## src/rtl/ictl_pkg.sv

```systemverilog
package ictl_pkg;
  localparam int OP_W  = 6;
  localparam int FN_W  = 6;
  localparam int FNC_W = 2;
  localparam int LGC_W = 2;
  localparam int DST_W = 2;
  localparam int NXT_W = 3;

  localparam logic [OP_W-1:0] OP_RTYPE = OP_W'(0);
  localparam logic [OP_W-1:0] OP_BLTZ  = OP_W'(1);
  localparam logic [OP_W-1:0] OP_J     = OP_W'(2);
  localparam logic [OP_W-1:0] OP_JAL   = OP_W'(3);
  localparam logic [OP_W-1:0] OP_BEQ   = OP_W'(4);
  localparam logic [OP_W-1:0] OP_BNE   = OP_W'(5);
  localparam logic [OP_W-1:0] OP_ADDI  = OP_W'(8);
  localparam logic [OP_W-1:0] OP_SLTI  = OP_W'(10);
  localparam logic [OP_W-1:0] OP_ANDI  = OP_W'(12);
  localparam logic [OP_W-1:0] OP_ORI   = OP_W'(13);
  localparam logic [OP_W-1:0] OP_XORI  = OP_W'(14);
  localparam logic [OP_W-1:0] OP_LUI   = OP_W'(15);
  localparam logic [OP_W-1:0] OP_LW    = OP_W'(35);
  localparam logic [OP_W-1:0] OP_SW    = OP_W'(43);

  localparam logic [FN_W-1:0] FN_JR    = FN_W'(8);
  localparam logic [FN_W-1:0] FN_SYS   = FN_W'(12);
  localparam logic [FN_W-1:0] FN_ADD   = FN_W'(32);
  localparam logic [FN_W-1:0] FN_SUB   = FN_W'(34);
  localparam logic [FN_W-1:0] FN_AND   = FN_W'(36);
  localparam logic [FN_W-1:0] FN_OR    = FN_W'(37);
  localparam logic [FN_W-1:0] FN_XOR   = FN_W'(38);
  localparam logic [FN_W-1:0] FN_NOR   = FN_W'(39);
  localparam logic [FN_W-1:0] FN_SLT   = FN_W'(42);

  localparam logic [FNC_W-1:0] FC_UPPER = 2'b00;
  localparam logic [FNC_W-1:0] FC_LESS  = 2'b01;
  localparam logic [FNC_W-1:0] FC_ARITH = 2'b10;
  localparam logic [FNC_W-1:0] FC_LOGIC = 2'b11;

  localparam logic [DST_W-1:0] DST_RT   = 2'b00;
  localparam logic [DST_W-1:0] DST_RD   = 2'b01;
  localparam logic [DST_W-1:0] DST_LINK = 2'b10;

  localparam logic [NXT_W-1:0] NX_SEQ  = 3'd0;
  localparam logic [NXT_W-1:0] NX_JTA  = 3'd1;
  localparam logic [NXT_W-1:0] NX_REG  = 3'd2;
  localparam logic [NXT_W-1:0] NX_SYS  = 3'd3;
  localparam logic [NXT_W-1:0] NX_BLTZ = 3'd4;
  localparam logic [NXT_W-1:0] NX_BEQ  = 3'd5;
  localparam logic [NXT_W-1:0] NX_BNE  = 3'd6;

  typedef struct packed {
    logic isAdd;  logic isSub;  logic isSlt;
    logic isAnd;  logic isOr;   logic isXor;  logic isNor;
    logic isJr;   logic isSys;
    logic isLui;  logic isAddi; logic isSlti;
    logic isAndi; logic isOri;  logic isXori;
    logic isLw;   logic isSw;
    logic isBltz; logic isBeq;  logic isBne;
    logic isJ;    logic isJal;
  } instrHit_t;

  typedef struct packed {
    logic              regWrite;
    logic              aluSrcImm;
    logic              subSel;
    logic [FNC_W-1:0]  fnClass;
    logic [LGC_W-1:0]  logicFn;
    logic              dataRead;
    logic              dataWrite;
    logic [DST_W-1:0]  dstSel;
    logic [NXT_W-1:0]  nextSel;
  } ctrlStrobes_t;
endpackage

```

## src/rtl/ictl_class_decode.sv

```systemverilog
module ictl_class_decode
  import ictl_pkg::*;
(
  input  logic [OP_W-1:0] opField,
  input  logic [FN_W-1:0] fnField,
  output instrHit_t       hit
);
  instrHit_t opHit;
  instrHit_t fnHit;

  always_comb begin
    opHit = '0;
    case (opField)
      OP_BLTZ: opHit.isBltz = 1'b1;
      OP_J:    opHit.isJ    = 1'b1;
      OP_JAL:  opHit.isJal  = 1'b1;
      OP_BEQ:  opHit.isBeq  = 1'b1;
      OP_BNE:  opHit.isBne  = 1'b1;
      OP_ADDI: opHit.isAddi = 1'b1;
      OP_SLTI: opHit.isSlti = 1'b1;
      OP_ANDI: opHit.isAndi = 1'b1;
      OP_ORI:  opHit.isOri  = 1'b1;
      OP_XORI: opHit.isXori = 1'b1;
      OP_LUI:  opHit.isLui  = 1'b1;
      OP_LW:   opHit.isLw   = 1'b1;
      OP_SW:   opHit.isSw   = 1'b1;
      default: opHit = '0;
    endcase
  end

  always_comb begin
    fnHit = '0;
    if (opField == OP_RTYPE) begin
      case (fnField)
        FN_ADD:  fnHit.isAdd = 1'b1;
        FN_SUB:  fnHit.isSub = 1'b1;
        FN_SLT:  fnHit.isSlt = 1'b1;
        FN_AND:  fnHit.isAnd = 1'b1;
        FN_OR:   fnHit.isOr  = 1'b1;
        FN_XOR:  fnHit.isXor = 1'b1;
        FN_NOR:  fnHit.isNor = 1'b1;
        FN_JR:   fnHit.isJr  = 1'b1;
        FN_SYS:  fnHit.isSys = 1'b1;
        default: fnHit = '0;
      endcase
    end
  end

  assign hit = opHit | fnHit;
endmodule

```

## src/rtl/ictl_strobe_gen.sv

```systemverilog
module ictl_strobe_gen
  import ictl_pkg::*;
(
  input  instrHit_t    hit,
  output ctrlStrobes_t strobes
);
  logic arithClass;
  logic logicClass;
  logic immClass;
  logic regAluClass;
  logic addSubClass;

  assign arithClass  = hit.isAdd | hit.isSub | hit.isSlt | hit.isAddi | hit.isSlti;
  assign logicClass  = hit.isAnd | hit.isOr | hit.isXor | hit.isNor
                     | hit.isAndi | hit.isOri | hit.isXori;
  assign immClass    = hit.isLui | hit.isAddi | hit.isSlti
                     | hit.isAndi | hit.isOri | hit.isXori;
  assign regAluClass = hit.isAdd | hit.isSub | hit.isSlt
                     | hit.isAnd | hit.isOr | hit.isXor | hit.isNor;
  assign addSubClass = hit.isAdd | hit.isSub | hit.isAddi;

  always_comb begin
    strobes = '0;
    strobes.regWrite   = hit.isLui | arithClass | logicClass | hit.isLw | hit.isJal;
    strobes.aluSrcImm  = immClass | hit.isLw | hit.isSw;
    strobes.subSel     = hit.isSub | hit.isSlt | hit.isSlti;
    strobes.fnClass[1] = addSubClass | logicClass | hit.isLw | hit.isSw;
    strobes.fnClass[0] = logicClass | hit.isSlt | hit.isSlti;
    strobes.logicFn[1] = hit.isXor | hit.isXori | hit.isNor;
    strobes.logicFn[0] = hit.isOr | hit.isOri | hit.isNor;
    strobes.dataRead   = hit.isLw;
    strobes.dataWrite  = hit.isSw;

    if (regAluClass)     strobes.dstSel = DST_RD;
    else if (hit.isJal)  strobes.dstSel = DST_LINK;
    else                 strobes.dstSel = DST_RT;

    if (hit.isJ | hit.isJal) strobes.nextSel = NX_JTA;
    else if (hit.isJr)       strobes.nextSel = NX_REG;
    else if (hit.isSys)      strobes.nextSel = NX_SYS;
    else if (hit.isBltz)     strobes.nextSel = NX_BLTZ;
    else if (hit.isBeq)      strobes.nextSel = NX_BEQ;
    else if (hit.isBne)      strobes.nextSel = NX_BNE;
    else                     strobes.nextSel = NX_SEQ;
  end
endmodule

```

## src/rtl/instr_ctrl_decoder.sv

```systemverilog
module instr_ctrl_decoder
  import ictl_pkg::*;
(
  input  logic [OP_W-1:0]  opField,
  input  logic [FN_W-1:0]  fnField,
  output logic             regWrite,
  output logic             aluSrcImm,
  output logic             subSel,
  output logic [FNC_W-1:0] fnClass,
  output logic [LGC_W-1:0] logicFn,
  output logic             dataRead,
  output logic             dataWrite,
  output logic [DST_W-1:0] dstSel,
  output logic [NXT_W-1:0] nextSel
);
  instrHit_t    hit;
  ctrlStrobes_t strobes;

  ictl_class_decode u_decode (
    .opField (opField),
    .fnField (fnField),
    .hit     (hit)
  );

  ictl_strobe_gen u_strobe (
    .hit     (hit),
    .strobes (strobes)
  );

  assign regWrite  = strobes.regWrite;
  assign aluSrcImm = strobes.aluSrcImm;
  assign subSel    = strobes.subSel;
  assign fnClass   = strobes.fnClass;
  assign logicFn   = strobes.logicFn;
  assign dataRead  = strobes.dataRead;
  assign dataWrite = strobes.dataWrite;
  assign dstSel    = strobes.dstSel;
  assign nextSel   = strobes.nextSel;
endmodule

```

## config.mk

```make
export PLATFORM = sky130hd
export DESIGN_NAME = instr_ctrl_decoder
export DESIGN_NICKNAME = d
export VERILOG_FILES = /design/src/rtl/ictl_pkg.sv /design/src/rtl/ictl_class_decode.sv /design/src/rtl/ictl_strobe_gen.sv /design/src/rtl/instr_ctrl_decoder.sv
export SDC_FILE = /design/constraint.sdc
export NUM_CORES = 1
export LEC_CHECK = 0
export BUFFER_PORTS_ARGS = -buffer_cell sky130_fd_sc_hd__buf_2
export CAP_MARGIN = 20
export CORE_AREA = 2 2 39 41
export DETAILED_ROUTE_END_ITERATION = 8
export DIE_AREA = 0 0 41 43
export SLEW_MARGIN = 10
export SYNTH_ARGS = -nofsm -noshare
export SYNTH_HDL_FRONTEND = slang
export SYNTH_SLANG_ARGS = --single-unit
```

## constraint.sdc

```tcl
create_clock -name vclk -period 2.8
set_clock_uncertainty 0.2 [all_clocks]
set_input_delay 0.28 -clock vclk [all_inputs]
set_output_delay 0.28 -clock vclk [all_outputs]
set_load 0.01 [all_outputs]
```

==> run metrics, run 1 <==
Vias/cell=5.08; crit-path max cell delay=380 ps; post-synth top area share=7.41%; fin crit share=69.0%; Yosys cell types=34; final hold violations=0; drt first pass iters=4; Post-DP HPWL=813 um; end of the critical path=fnClass[1]; mux cell area share after synthesis=0%; RSZ-0062 raised after global routing=no; setup TNS=0 ps; Final WS setup=868 ps; Pwr Density=107 nW/um^2; Die Y=43 um; Avg WL per Cell=10.9 um; largest cells by area after synthesis=nor2b_1 7.4%, nor2_1 6.7%, nor3_1 5.9%; post-synth top area cell=nor2b_1; fmax=0.518 GHz; Adder-Cell Fraction of Synth Area=0%; GRT Residual Overflow=0; syn_nets=63; Synth Area in Simple Gates=56.7%; pre-CTS WS=867 ps; Syn. warnings=0; CP cell instances=buf_2, nor2b_2, or3b_4, o211a_1, o22ai_2, buf_2; count leader, synth=nor2_1; hold buffers post-CTS=0; Avg Inst Size Synth=6.62 sq um; Hold Crit Class=input port to primary output; Post-Synth XOR/XNOR Area=0%; via count=452; share of layout cells above drive strength 1=46.6%; status=finished clean; Fillers=160; required time of the worst setup path=2320 ps; arrival time at the worst endpoint=1450 ps; CP startpoint=opField[0]; Initial Util=24.4%; CP Class=input port to primary output; slew margin rel.=79.3%; min Tclk post-route=1930 ps; number of I/O port buffers=26; vias in the first global route=410; Iter 0 DRT Violations=5; initial antenna violation count=0; Critical Path Most Common Cell=buf_2; # clk buffers=0; Post-synth top cells=6 x nor2_1, 4 x nor2b_1, 4 x nor3_1; CP Launch Type=input port; area grow syn2layout=38.5%; DRC Markers=0; # setup viols final=0; DRT antenna net count=0; Seq/Total Area, Yosys=0%; Power Total=50.0 uW; pin slew with the least headroom to its limit=310 ps; FP Rows=14; CP max FO=8; Post-Place Cells=89; core area=1380 sq um; largest family of logic cells by synthesized area=simple AND/OR/NAND/NOR gates; fin. max-slew vios=0; complex-gate fraction of the synthesized area=35.2%; CTS resizes=0; Post-CTS Repair Setup Buffers=0; Ports=26; die width=41 um; first-pass GRT wire length=1570 um; RD Place Congestion=0.845; peak supply drop=44.0 uV; final WL=967 um; final net count=87; cells after synthesis=51; Mapped Area=338 sq um; count of flip-flops and latches=0; Max-cap violations=0; Slowest-stage cell, CP=or3b_4; all-layer global routing usage=11.8%; Layout Cells excl Fill=89; CP endpoint kind=primary output; Ant. Diodes=0; Die Area=1760 sq um; Finished Core Util=33.8%; Sequential cell area=0 sq um; Pleak=0.214 nW; largest net degree at the start of global routing=13
power by group:
group | total [mW] | switching [mW] | leakage, nW | internal, mW
clock | 0 | 0 | 0 | 0
combinational | 0.0500 | 0.0284 | 0.214 | 0.0216
sequential | 0 | 0 | 0 | 0
routing by layer:
metal / vias up / track usage (%) / part of all wire [%]
met4: 0 / 0 / 0
met1: 199 / 15.5 / 43
met3: 0 / 0 / 5.8
met2: 15 / 21.6 / 51
li1: 238 / - / -
met5: - / 0 / 0
worst max-delay path, delay by kind of cell:
kind | cells | cell delay (ps)
and+or+nand+nor | 2 | 550
AOI/OAI and AO/OA | 2 | 320
buffers and inverters | 2 | 300
worst min-delay path by stage:
stage / start / endpoint / cells past startpoint
floorplan: fnField[3] / fnClass[1] / 1
global placement: fnField[3] / dstSel[0] / 3
detailed placement: fnField[3] / dstSel[0] / 3
CTS: fnField[3] / fnClass[1] / 3
global route: fnField[3] / fnClass[1] / 3
finish: fnField[3] / dstSel[0] / 3
per-stage QoR:
stage,instance area (sq um),hold WS (ps)
after floorplan,338,441
after global placement,468,709
after detailed placement,468,706
after CTS,468,707
after global routing,468,731
final,468,703
cells by family (layout without fill, tap and decap cells):
group,Yosys count,count (layout)
AOI/OAI and AO/OA,15,15
and+or+nand+nor,30,30
buffers and inverters,6,28
placed cells by master, fill, tap and decap left out:
| cell type | synthesis | final |
|---|---|---|
| buf_2 | 1 | 26 |
| nor2_1 | 6 | 6 |
| nor3_1 | 4 | 4 |
| nor2b_1 | 4 | 4 |
| nand3_1 | 3 | 3 |
| nand2_1 | 3 | 3 |
| nand2b_1 | 2 | 2 |
| a21oi_1 | 2 | 2 |
| or3_4 | 1 | 1 |
| a211oi_1 | 1 | 1 |
| a311oi_1 | 1 | 1 |
| a2111oi_1 | 1 | 1 |
| nor2b_2 | 1 | 1 |
| nor3b_1 | 1 | 1 |
| nor4b_2 | 1 | 1 |
| nor4_2 | 1 | 1 |
| or3b_4 | 1 | 1 |
| o21a_1 | 1 | 1 |
| o21bai_1 | 1 | 1 |
| a22oi_1 | 1 | 1 |
| or4bb_1 | 1 | 1 |
| o211a_1 | 1 | 1 |
| o22ai_2 | 1 | 1 |
| inv_1 | 1 | 1 |
| a31oi_1 | 1 | 1 |
| inv_2 | 1 | 1 |
| o211ai_1 | 1 | 1 |
| o21ai_1 | 1 | 1 |
| and3_2 | 1 | 1 |
| a22o_1 | 1 | 1 |
| a32o_1 | 1 | 1 |
final cells by class:
cell class / instances / area (sq um) / area share [%]
inverter: 2 / 7.51 / 1.60
multi-input combinational: 45 / 310 / 66.3
tap: 16 / 20.0 / 4.28
timing repair buffer: 26 / 130 / 27.8
Power figures use the tool's default switching activity.
==> inputs of run 2 (changes only) <==
- ABC_AREA: not set -> 1
- clock period: 2.8 -> 2.02 ns (I/O delays scaled with it)
==> run 2 against run 1 <==
First-iteration DRC count up 120%. Cell count rose by 34%. Global-route usage is 0.60 points higher. Synthesized cell count up 53%. Core utilization increased by 3.7 points. Non-clock buffer count did not move. Final area up 11%. Combinational power rose by 31%. Worst setup slack worse by 490 ps. Critical endpoint is now fnClass[0]. Via count grew 18%. Sequential share of layout area did not move.
==> run metrics, run 2 <==
core area=1380 sq um (unchanged); Post-Place Cells=119 (was 89); Die Y=43 um (unchanged); CTS resizes=0 (unchanged); initial antenna violation count=0 (unchanged); Area after DPL=519 sq um (was 468 sq um); RD Place Congestion=0.758 (was 0.845); CP endpoint kind=primary output (unchanged); Seq/Total Area, Yosys=0% (unchanged); setup TNS=0 ps (unchanged); vias in the first global route=424 (was 410); # setup viols final=0 (unchanged); count leader, synth=nand2_1 (was nor2_1); Switching Fraction=63.5% (was 56.8%); Pwr Density=126 nW/um^2 (was 107 nW/um^2); area grow syn2layout=37.9% (was 38.5%); final hold violations=0 (unchanged); Avg Inst Size Synth=4.83 sq um (was 6.62 sq um); number of I/O port buffers=26 (unchanged); Mapped Area=377 sq um (was 338 sq um); final WL=1050 um (was 967 um); slew margin rel.=82.9% (was 79.3%); Power Total=65.6 uW (was 50.0 uW); Sequential cell area=0 sq um (unchanged); Initial Util=27.2% (was 24.4%); RSZ-0062 raised after global routing=no (unchanged); fin crit share=81.1%; count of flip-flops and latches=0 (unchanged); Avg WL per Cell=8.86 um (was 10.9 um); WHS Path Cells=3 (unchanged); Synth Area in Simple Gates=76.7% (was 56.7%); Final Instance Area=519 sq um (was 468 sq um); Die Area=1760 sq um (unchanged); # clk buffers=0 (unchanged); Post-Synth XOR/XNOR Area=0% (unchanged); drt first pass iters=4 (unchanged); cells after synthesis=78 (was 51); share of layout cells above drive strength 1=31.1% (was 46.6%); Hold Crit Class=input port to primary output (unchanged); CP Class=input port to primary output (unchanged); Comb power frac=100.0% (about the same); die width=41 um (unchanged); required time of the worst setup path=1620 ps (was 2320 ps); arrival time at the worst endpoint=1240 ps (was 1450 ps); via count=532 (was 452); Max-cap violations=0 (unchanged); Hold Path Origin=opField[1] (was fnField[3]); Vias/cell=4.47 (was 5.08); fin. max-slew vios=0 (unchanged); min Tclk post-route=1640 ps; all-layer global routing usage=12.4% (was 11.8%); peak supply drop=50.6 uV (was 44.0 uV); DRC Markers=0 (unchanged); GRT Residual Overflow=0 (unchanged); Ports=26 (unchanged); proportion of power drawn by flip-flops and latches=0% (about the same); Adder-Cell Fraction of Synth Area=0% (unchanged); Post-synth top cells=18 x nand2_1, 16 x inv_1, 14 x nand3_1, 14 x nor2_1, 3 x nand4_1 (was 6 x nor2_1, 4 x nor2b_1, 4 x nor3_1); Fillers=169 (was 160); syn_nets=90 (was 63); most common cell after layout, fill and taps aside=buf_2 (unchanged); Layout Cells excl Fill=119 (was 89); post-synth top area share=18.6% (was 7.41%); Internal Power=24.0 uW (was 21.6 uW); CP max FO=9 (was 8); FP Rows=14 (unchanged); Sw Pwr=41.6 uW (was 28.4 uW); Yosys cell types=14 (was 34); final net count=117 (was 87); status=finished clean (unchanged); hold_ws=552 ps (was 703 ps); largest family of logic cells by synthesized area=simple AND/OR/NAND/NOR gates (unchanged); Pleak=0.355 nW (was 0.214 nW); Iter 0 DRT Violations=11 (was 5); post-synth top area cell=nand3_1 (was nor2b_1); largest cells by area after synthesis=nand3_1 19%, nand2_1 18%, inv_1 16% (was nor2b_1 7.4%, nor2_1 6.7%, nor3_1 5.9%); Ant. Diodes=0 (unchanged); mux cell area share after synthesis=0% (unchanged); Syn. warnings=0 (unchanged); largest net degree at the start of global routing=10 (was 13); most frequent cells in the layout=26 x buf_2, 18 x nand2_1, 16 x inv_1 (was 26 x buf_2, 6 x nor2_1, 4 x nor3_1, 4 x nor2b_1); pin slew with the least headroom to its limit=255 ps (was 310 ps); Post-CTS Repair Setup Buffers=0 (unchanged); complex-gate fraction of the synthesized area=5.32% (was 35.2%); Post-DP HPWL=906 um (was 813 um); hold buffers post-CTS=0 (unchanged); first-pass GRT wire length=1630 um (was 1570 um); fmax=0.610 GHz; CP Launch Type=input port (unchanged); Clock power frac=0% (about the same); DRT antenna net count=0 (unchanged); Hold Path Sink=nextSel[2] (was dstSel[0])
[run 2: changes by cell type after synthesis, sizes merged, moves of 2 or more]
cell,before,now
nand2b,2,0
buf,3,1
inv,2,16
nand3,3,15
nand4,0,3
nor2b,5,0
nor2,6,18
a21oi,2,0
nand2,3,18
[run 2: power groups by stage]
stage | combinational, mW | clock [mW] | sequential [mW]
after global placement | 0.0656 | 0 | 0
final | 0.0656 | 0 | 0
after detailed placement | 0.0658 | 0 | 0
after floorplan | 0.0347 | 0 | 0
after global routing | 0.0737 | 0 | 0
after CTS | 0.0661 | 0 | 0
[run 2: stage by stage]
stage / util (%) / setup WS (ps)
6_report: 37.5 / 381
5_1_grt: 37.5 / 279
4_1_cts: 37.5 / 379
3_5_place_dp: 37.5 / 382
3_3_place_gp: 37.5 / 388
2_1_floorplan: - / 755
[run 2: layer usage]
layer / vias up / track usage, % / part of all wire (%)
met5: - / 0 / 0
met4: 0 / 0 / 0
met3: 0 / 0.524 / 6.4
met2: 16 / 21.6 / 45
met1: 216 / 17.1 / 48
li1: 300 / - / -
[run 2: critical path, cell delays in order]
cell     delay (ps)
buf_2           120
nor2_4          210
nand3_1         190
nor2_1          200
nor2_1           90
nand3_1          80
buf_2           130
[run 2: kinds of logic (layout without fill, tap and decap cells)]
family	Yosys count	in the layout
buf+inv	17	42
compound gates	3	3
simple gates	58	58
[run 2: how the worst max path moves through the flow]
stage,end,cells after the start,start
after floorplan,dstSel[0],7,fnField[5]
after global placement,fnClass[0],7,opField[5]
after detailed placement,fnClass[0],7,opField[5]
after CTS,fnClass[0],7,opField[5]
after global routing,fnClass[0],7,opField[5]
final,fnClass[0],7,opField[5]
[run 2: area by class of cell]
class,count,area [sq um],area share (%)
inverter,16,60.1,11.6
multi-input combinational,61,309,59.5
tap,16,20.0,3.86
timing repair buffer,26,130,25.1
